===== src/rtl/btc_pkg.sv =====
`timescale 1ns/1ps
package btc_pkg;

    typedef enum logic [2:0] {
        ST_IDLE,
        ST_EXT,
        ST_GAP,
        ST_RD,
        ST_PF,
        ST_WR,
        ST_EXEC,
        ST_DONE
    } btc_state_e;

    // Decoded view of one opcode word
    typedef struct packed {
        logic       legal;
        logic       imm;      // bit number from extension word
        logic       clr;      // clear, else test
        logic       reg_dst;  // operand is a data register
        logic       predec;   // predecrement addressing
        logic [2:0] dsel;     // operand register index
    } btc_dec_t;

    localparam logic [2:0] EA_DREG   = 3'b000;
    localparam logic [2:0] EA_AREG   = 3'b001;
    localparam logic [2:0] EA_PREDEC = 3'b100;
    localparam logic [2:0] EA_EXT    = 3'b111;

    localparam logic [15:0] RF_MASK  = 16'hF1C0;
    localparam logic [15:0] RF_TEST  = 16'h0100;
    localparam logic [15:0] RF_CLEAR = 16'h0180;
    localparam logic [15:0] IM_MASK  = 16'hFFC0;
    localparam logic [15:0] IM_TEST  = 16'h0800;
    localparam logic [15:0] IM_CLEAR = 16'h0880;

endpackage


===== src/rtl/btc_decode.sv =====
`timescale 1ns/1ps
module btc_decode
    import btc_pkg::*;
(
    input  logic [15:0] op,
    output btc_dec_t    dec
);
    logic       reg_t, reg_c, imm_t, imm_c;
    logic [2:0] mode;
    logic [2:0] rnum;
    logic       ea_ok;

    always_comb begin
        reg_t = (op & RF_MASK) == RF_TEST;
        reg_c = (op & RF_MASK) == RF_CLEAR;
        imm_t = (op & IM_MASK) == IM_TEST;
        imm_c = (op & IM_MASK) == IM_CLEAR;
        mode  = op[5:3];
        rnum  = op[2:0];
        ea_ok = (mode != EA_AREG) && !((mode == EA_EXT) && rnum[2]);

        dec.legal   = (reg_t | reg_c | imm_t | imm_c) && ea_ok;
        dec.imm     = imm_t | imm_c;
        dec.clr     = reg_c | imm_c;
        dec.reg_dst = (mode == EA_DREG);
        dec.predec  = (mode == EA_PREDEC);
        dec.dsel    = rnum;
    end
endmodule


===== src/rtl/btc_bitop.sv =====
`timescale 1ns/1ps
module btc_bitop #(
    parameter int DATA_W = 32,
    parameter int BYTE_W = 8
) (
    input  logic [DATA_W-1:0] operand,
    input  logic [DATA_W-1:0] bitval,
    input  logic              wide,
    output logic              zero,
    output logic [DATA_W-1:0] cleared
);
    localparam int IDX_W = $clog2(DATA_W);

    logic [IDX_W-1:0]  idx;
    logic [DATA_W-1:0] mask;

    always_comb begin
        if (wide) idx = IDX_W'(bitval % DATA_W);
        else      idx = IDX_W'(bitval % BYTE_W);
        mask    = {{(DATA_W-1){1'b0}}, 1'b1} << idx;
        zero    = ~|(operand & mask);
        cleared = operand & ~mask;
    end
endmodule


===== src/rtl/btc_exec_len.sv =====
`timescale 1ns/1ps
module btc_exec_len #(
    parameter int DATA_W     = 32,
    parameter int CYC_W      = 8,
    parameter int TEST_LEN   = 2,
    parameter int CLR_LO_LEN = 4,
    parameter int CLR_HI_LEN = 6
) (
    input  logic              clr,
    input  logic [DATA_W-1:0] bitval,
    output logic [CYC_W-1:0]  len
);
    localparam int HALF = DATA_W / 2;

    logic upper;

    always_comb begin
        upper = (bitval % DATA_W) >= HALF;
        if (!clr)      len = CYC_W'(TEST_LEN);
        else if (upper) len = CYC_W'(CLR_HI_LEN);
        else           len = CYC_W'(CLR_LO_LEN);
    end
endmodule


===== src/rtl/btc_unit.sv =====
`timescale 1ns/1ps
module btc_unit
    import btc_pkg::*;
#(
    parameter int DATA_W = 32,
    parameter int BYTE_W = 8,
    parameter int ADDR_W = 24,
    parameter int CYC_W  = 8
) (
    input  logic              clk,
    input  logic              rst_n,
    input  logic              start,
    input  logic [15:0]       opcode,
    input  logic [ADDR_W-1:0] mem_addr_in,
    output logic [2:0]        src_sel,
    input  logic [DATA_W-1:0] src_data,
    output logic [2:0]        dst_sel,
    input  logic [DATA_W-1:0] dst_data,
    output logic              ext_fetch,
    input  logic [15:0]       ext_word,
    output logic              mem_req,
    output logic              mem_we,
    output logic [ADDR_W-1:0] mem_addr,
    output logic [BYTE_W-1:0] mem_wdata,
    input  logic [BYTE_W-1:0] mem_rdata,
    input  logic              mem_ack,
    output logic              rf_we,
    output logic [2:0]        rf_wsel,
    output logic              busy,
    output logic              done,
    output logic              zero_flag,
    output logic [DATA_W-1:0] result,
    output logic [CYC_W-1:0]  cycles,
    output logic              illegal
);
    localparam int EXT_PAD = DATA_W - 16;

    btc_state_e st_q, st_d;
    btc_dec_t   dec_in, dec_q, dec_cur;

    logic [ADDR_W-1:0] addr_q;
    logic [DATA_W-1:0] bit_q;
    logic [DATA_W-1:0] opnd_q;
    logic [CYC_W-1:0]  cnt_q;
    logic [CYC_W-1:0]  left_q;

    logic              accept;
    logic [DATA_W-1:0] bit_now;
    logic [CYC_W-1:0]  len_now;
    logic              op_zero;
    logic [DATA_W-1:0] op_cleared;

    // ---------------- sub-blocks ----------------
    btc_decode u_dec (
        .op  (opcode),
        .dec (dec_in)
    );

    btc_exec_len #(
        .DATA_W (DATA_W),
        .CYC_W  (CYC_W)
    ) u_len (
        .clr    (dec_cur.clr),
        .bitval (bit_now),
        .len    (len_now)
    );

    btc_bitop #(
        .DATA_W (DATA_W),
        .BYTE_W (BYTE_W)
    ) u_bit (
        .operand (opnd_q),
        .bitval  (bit_q),
        .wide    (dec_q.reg_dst),
        .zero    (op_zero),
        .cleared (op_cleared)
    );

    // ---------------- glue ----------------
    always_comb begin
        src_sel = opcode[11:9];
        dst_sel = opcode[2:0];
        accept  = (st_q == ST_IDLE) && start && dec_in.legal;
        illegal = (st_q == ST_IDLE) && start && !dec_in.legal;
        dec_cur = (st_q == ST_IDLE) ? dec_in : dec_q;
        bit_now = (st_q == ST_EXT) ? {{EXT_PAD{1'b0}}, ext_word} : src_data;
    end

    // ---------------- state register ----------------
    always_ff @(posedge clk or negedge rst_n) begin
        if (!rst_n) st_q <= ST_IDLE;
        else        st_q <= st_d;
    end

    // ---------------- next state ----------------
    always_comb begin
        st_d = st_q;
        unique case (st_q)
            ST_IDLE: begin
                if (accept) begin
                    if (dec_in.imm)          st_d = ST_EXT;
                    else if (dec_in.reg_dst) st_d = ST_EXEC;
                    else if (dec_in.predec)  st_d = ST_GAP;
                    else                     st_d = ST_RD;
                end
            end
            ST_EXT: begin
                if (dec_q.reg_dst)     st_d = ST_EXEC;
                else if (dec_q.predec) st_d = ST_GAP;
                else                   st_d = ST_RD;
            end
            ST_GAP:  st_d = ST_RD;
            ST_RD:   if (mem_ack) st_d = ST_PF;
            ST_PF:   st_d = dec_q.clr ? ST_WR : ST_DONE;
            ST_WR:   if (mem_ack) st_d = ST_DONE;
            ST_EXEC: if (left_q <= CYC_W'(1)) st_d = ST_DONE;
            ST_DONE: st_d = ST_IDLE;
            default: st_d = ST_IDLE;
        endcase
    end

    // ---------------- datapath registers ----------------
    always_ff @(posedge clk or negedge rst_n) begin
        if (!rst_n) begin
            dec_q  <= '0;
            addr_q <= '0;
            bit_q  <= '0;
            opnd_q <= '0;
            cnt_q  <= '0;
            left_q <= '0;
        end else begin
            if (accept) begin
                dec_q  <= dec_in;
                addr_q <= mem_addr_in;
                bit_q  <= src_data;
                opnd_q <= dec_in.reg_dst ? dst_data : '0;
                cnt_q  <= CYC_W'(1);
                left_q <= len_now - CYC_W'(1);
            end else if (st_q != ST_IDLE && st_q != ST_DONE) begin
                cnt_q <= cnt_q + CYC_W'(1);
            end

            if (st_q == ST_EXT) begin
                bit_q  <= bit_now;
                left_q <= len_now - CYC_W'(1);
            end
            if (st_q == ST_EXEC) begin
                left_q <= left_q - CYC_W'(1);
            end
            if (st_q == ST_RD && mem_ack) begin
                opnd_q <= {{(DATA_W-BYTE_W){1'b0}}, mem_rdata};
            end
        end
    end

    // ---------------- outputs ----------------
    always_comb begin
        busy      = 1'b0;
        ext_fetch = 1'b0;
        mem_req   = 1'b0;
        mem_we    = 1'b0;
        done      = 1'b0;
        rf_we     = 1'b0;
        unique case (st_q)
            ST_IDLE: ;
            ST_EXT:  begin busy = 1'b1; ext_fetch = 1'b1; end
            ST_GAP:  busy = 1'b1;
            ST_RD:   begin busy = 1'b1; mem_req = 1'b1; end
            ST_PF:   busy = 1'b1;
            ST_WR:   begin busy = 1'b1; mem_req = 1'b1; mem_we = 1'b1; end
            ST_EXEC: busy = 1'b1;
            ST_DONE: begin
                busy  = 1'b1;
                done  = 1'b1;
                rf_we = dec_q.reg_dst && dec_q.clr;
            end
            default: ;
        endcase
        mem_addr  = addr_q;
        mem_wdata = op_cleared[BYTE_W-1:0];
        rf_wsel   = dec_q.dsel;
        zero_flag = done && op_zero;
        result    = done ? (dec_q.clr ? op_cleared : opnd_q) : '0;
        cycles    = done ? cnt_q : '0;
    end

endmodule


===== config.mk =====
export PLATFORM = sky130hd
export DESIGN_NAME = btc_unit
export DESIGN_NICKNAME = d
export VERILOG_FILES = /design/src/rtl/btc_pkg.sv /design/src/rtl/btc_decode.sv /design/src/rtl/btc_bitop.sv /design/src/rtl/btc_exec_len.sv /design/src/rtl/btc_unit.sv
export SDC_FILE = /design/constraint.sdc
export NUM_CORES = 1
export LEC_CHECK = 0
export CORE_ASPECT_RATIO = 1.2
export CORE_MARGIN = 4
export CORE_UTILIZATION = 46
export CTS_BUF_LIST = sky130_fd_sc_hd__clkbuf_8
export DETAILED_ROUTE_END_ITERATION = 8
export PLACE_DENSITY = 0.88
export SYNTH_ARGS = -nofsm -noshare
export SYNTH_HDL_FRONTEND = slang
export SYNTH_SLANG_ARGS = --single-unit

===== constraint.sdc =====
create_clock -name clk -period 3.7 [get_ports clk]
set_input_delay 0.74 -clock clk [delete_from_list [all_inputs] [get_ports clk]]
set_output_delay 0.74 -clock clk [all_outputs]
set_load 0.03 [all_outputs]

==> flow_summary.toml <==
[clocking]
h-tree-depth = 3
clkSinkCount = 86
cts-root-buf = "clkbuf_8"
cts_setup_buffers = 0
cts_max_path_buffers = 2
clkLatencyLatePin_ps = 370
clk_pin_slew_ps = 90
cts_buffers = 9
cts_tree = "yes"

[place]
io_buffer_count = 182
pre_cts_ws_ps = 266
dp.cells = 807
place.gp.congestion = 0.977
dp_hpwl_um = 10900

[setup_path]
startpoint = "bit_q[1]$_DFFE_PN0P_"
crit_type = "reg2out"
setup.worst_path.end_class = "primary output"
r2r-start = "st_q[1]$_DFFE_PN0P_"
cp_max_fo = 18
required_ps = 2960
start_kind = "flop"
arrival_ps = 2790

[synth]
syn_avg_cell_area_um2 = 9.04
yosysTopAreaCell = "dfrtp_1"
yosys_most_used_dff = "dfrtp_1"
synth-simple-area-share_pct = 22.5
yosys_register_bits = 86
syn_inst = 532
synthAdderAreaFrac_pct = 0.781
async_reset_ff_share_pct = 100
synth_top_family_by_area = "simple AND/OR/NAND/NOR gates"
ys_types = 65
synth.area.top_cells = "dfrtp_1 45%, nand2_1 11%, a22o_1 4.4%"
synth_top_area_share_pct = 44.8
synth_area_mm2 = 0.00481
synth_compound_area_share_pct = 21.9
synth_warnings = 0
synth_edf_count = 0
muxShareOfSynthArea_pct = 3.05
syn_nets = 667
seq_area_frac_synth_pct = 44.8
synthXorXnorAreaFrac_pct = 1.46

[detailed_routing]
vias = 4763
drtPass1Iterations = 6
drc_errors = 0
drt-wirelength-per-cell_um = 18.0
vias_per_cell = 5.79
routed_wl_um = 14800
ant_nets = 0
drtIter0Drc = 401

[pwr]
ir_worst_vdd_mv = 0.240
total_leakage_power_nw = 3.11
powerDensity_mw_per_mm2 = 565

[floorplanning]
die-area_mm2 = 0.0122
dieHeight_um = 120
io_pins = 221
initial_core_util_pct = 47.5
rows = 40
core-area_mm2 = 0.0101
die_width_um = 101

[timing]
setup_ws_ps = 171
min_period_ps = 3530
setup_viol = 0
relSlewSlack_pct = 27.7
finClkSkew_ps = 13.9
fmax_mhz = 283
finalMaxSlewViolations = 0
period_share_pct = 95.4
hold_violations = 0
worst_slew_pin_slew_ps = 1090
holdWs_ps = 469

[job]
maxCapViolCount = 0

[final_layout]
drive_gt1_share_pct = 5.74
syn2layout_area_growth_pct = 42.6
utilization_pct = 67.8
layout.nets = 827
diodes = 0
layout.cells.non_filler = 823

[status]
status = "finished clean"

[global_route]
grt_pass1_wl_um = 23200
grt_pass1_vias = 4672
grt.overflow.total = 0
antenna_found_initial = 0
grt_use_total_pct = 24.0
grt_max_degree = 87

[worst_hold_path]
hold_class = "reg2reg"
hp-start = "mem_addr[22]$_DFFE_PN0P_"
power by group:
part           internal (mW)  switching, mW  total (mW)
clock                  0.313          0.359       0.672
combinational          0.746           1.03        1.77
sequential              1.13          0.305        1.43
cell usage after synthesis, types with 2 or more instances:
cell type,instances
a211oi_1,2
a21boi_0,4
a21o_1,2
a21oi_1,16
a22o_1,24
a22oi_1,10
a31oi_1,7
a32oi_1,2
and2_1,11
and3_1,8
and4_1,2
and4b_1,2
buf_2,8
buf_4,10
buf_6,2
clkbuf_1,24
dfrtp_1,86
ha_1,3
inv_1,10
mux2_2,2
mux2i_1,9
nand2_1,141
nand2b_1,5
nand3_1,8
nand3b_1,2
nand4_1,2
nor2_1,19
nor2b_1,5
nor3_1,8
nor3b_1,4
nor4_1,2
nor4b_1,2
o2111ai_1,2
o211a_1,19
o211ai_1,2
o21a_1,4
o21ai_0,16
o22ai_1,3
o311a_1,6
o31ai_1,5
or3_1,3
xnor2_1,2
xor2_1,6
metal layers:
layer | part of all wire, % | GRT usage [%] | routed length [um]
met5 | 0 | 0 | 0
met4 | 2.4 | 7.90 | 360
met3 | 11 | 7.62 | 1610
met2 | 48 | 40.1 | 7190
met1 | 38 | 29.1 | 5670
path summary, 6_finish.rpt:
check                                           end  slack [ps]  depth (start not counted)
max                                       zero_flag         170                          6
min                        mem_addr[22]$_DFFE_PN0P_         470                          2
max reg2reg                mem_addr[20]$_DFFE_PN0P_         970                          6
min reg2reg                mem_addr[22]$_DFFE_PN0P_         470                          2
max in group asynchronous      bit_q[4]$_DFFE_PN0P_        2370                          1
min in group asynchronous      cnt_q[7]$_DFFE_PN0P_         590                          1
stage by stage:
| step | setup TNS (ps) | area [um2] | power, mW |
|---|---|---|---|
| floorplan | 0 | 4810 | 2.53 |
| detailed placement | 0 | 6660 | 3.19 |
| global route | -34.9 | 6860 | 4.11 |
| global placement | 0 | 6660 | 3.13 |
| finish | 0 | 6860 | 3.87 |
| CTS | 0 | 6850 | 3.87 |
kinds of logic (layout without fill, tap and decap cells):
kind of cell / Yosys count / in the layout
simple gates: 231 / 231
compound gates: 136 / 136
flops: 86 / 86
buf+inv: 55 / 220
mux: 13 / 13
xor+xnor: 8 / 8
fa+ha+maj: 3 / 3
final cells by class:
type,count,area [um2]
flip-flops and latches,86,2160
clock buffers,9,124
clock inverters,7,73.8
repair buffers,194,1910
fillers,782,3250
inverters,10,37.5
multi-input cells,391,2400
well taps,126,158
timing repair:
action,4_1_cts,5_1_grt
gates resized for setup,0,3
endpoints found under the setup margin,0,1
hold buffers,0,0
critical path, stage by stage, from the launching register on:
cell and delay (ps):
dfrtp_2 550, and4b_1 290, a22oi_1 160, o22ai_1 140
a222oi_1 360, and4b_1 250, clkdlybuf4s50_1 670
cells in the final DEF (no fill, tap or decap), drive strengths merged, types with 4 or more instances in the layout:
master / count
inv: 12
a22o: 24
dfrtp: 86
nor3: 8
o21ai: 17
and2: 12
nand2b: 5
o211a: 19
nand2: 141
o21a: 4
a21oi: 16
nor3b: 5
o31ai: 5
mux2i: 9
nand3: 8
a31oi: 7
and3: 8
o311a: 6
nor2: 19
a21boi: 4
xor2: 6
buf: 13
clkdlybuf4s50: 181
a22oi: 10
clkbuf: 9
nor2b: 5
registers in the layout (all words and copies together) (netlist names):
name      count
cnt_q         8
opnd_q       32
left_q        8
bit_q         5
st_q          3
dec_q         3
rf_wsel       3
mem_addr     24
No activity file was read; power rests on OpenSTA's default activity.
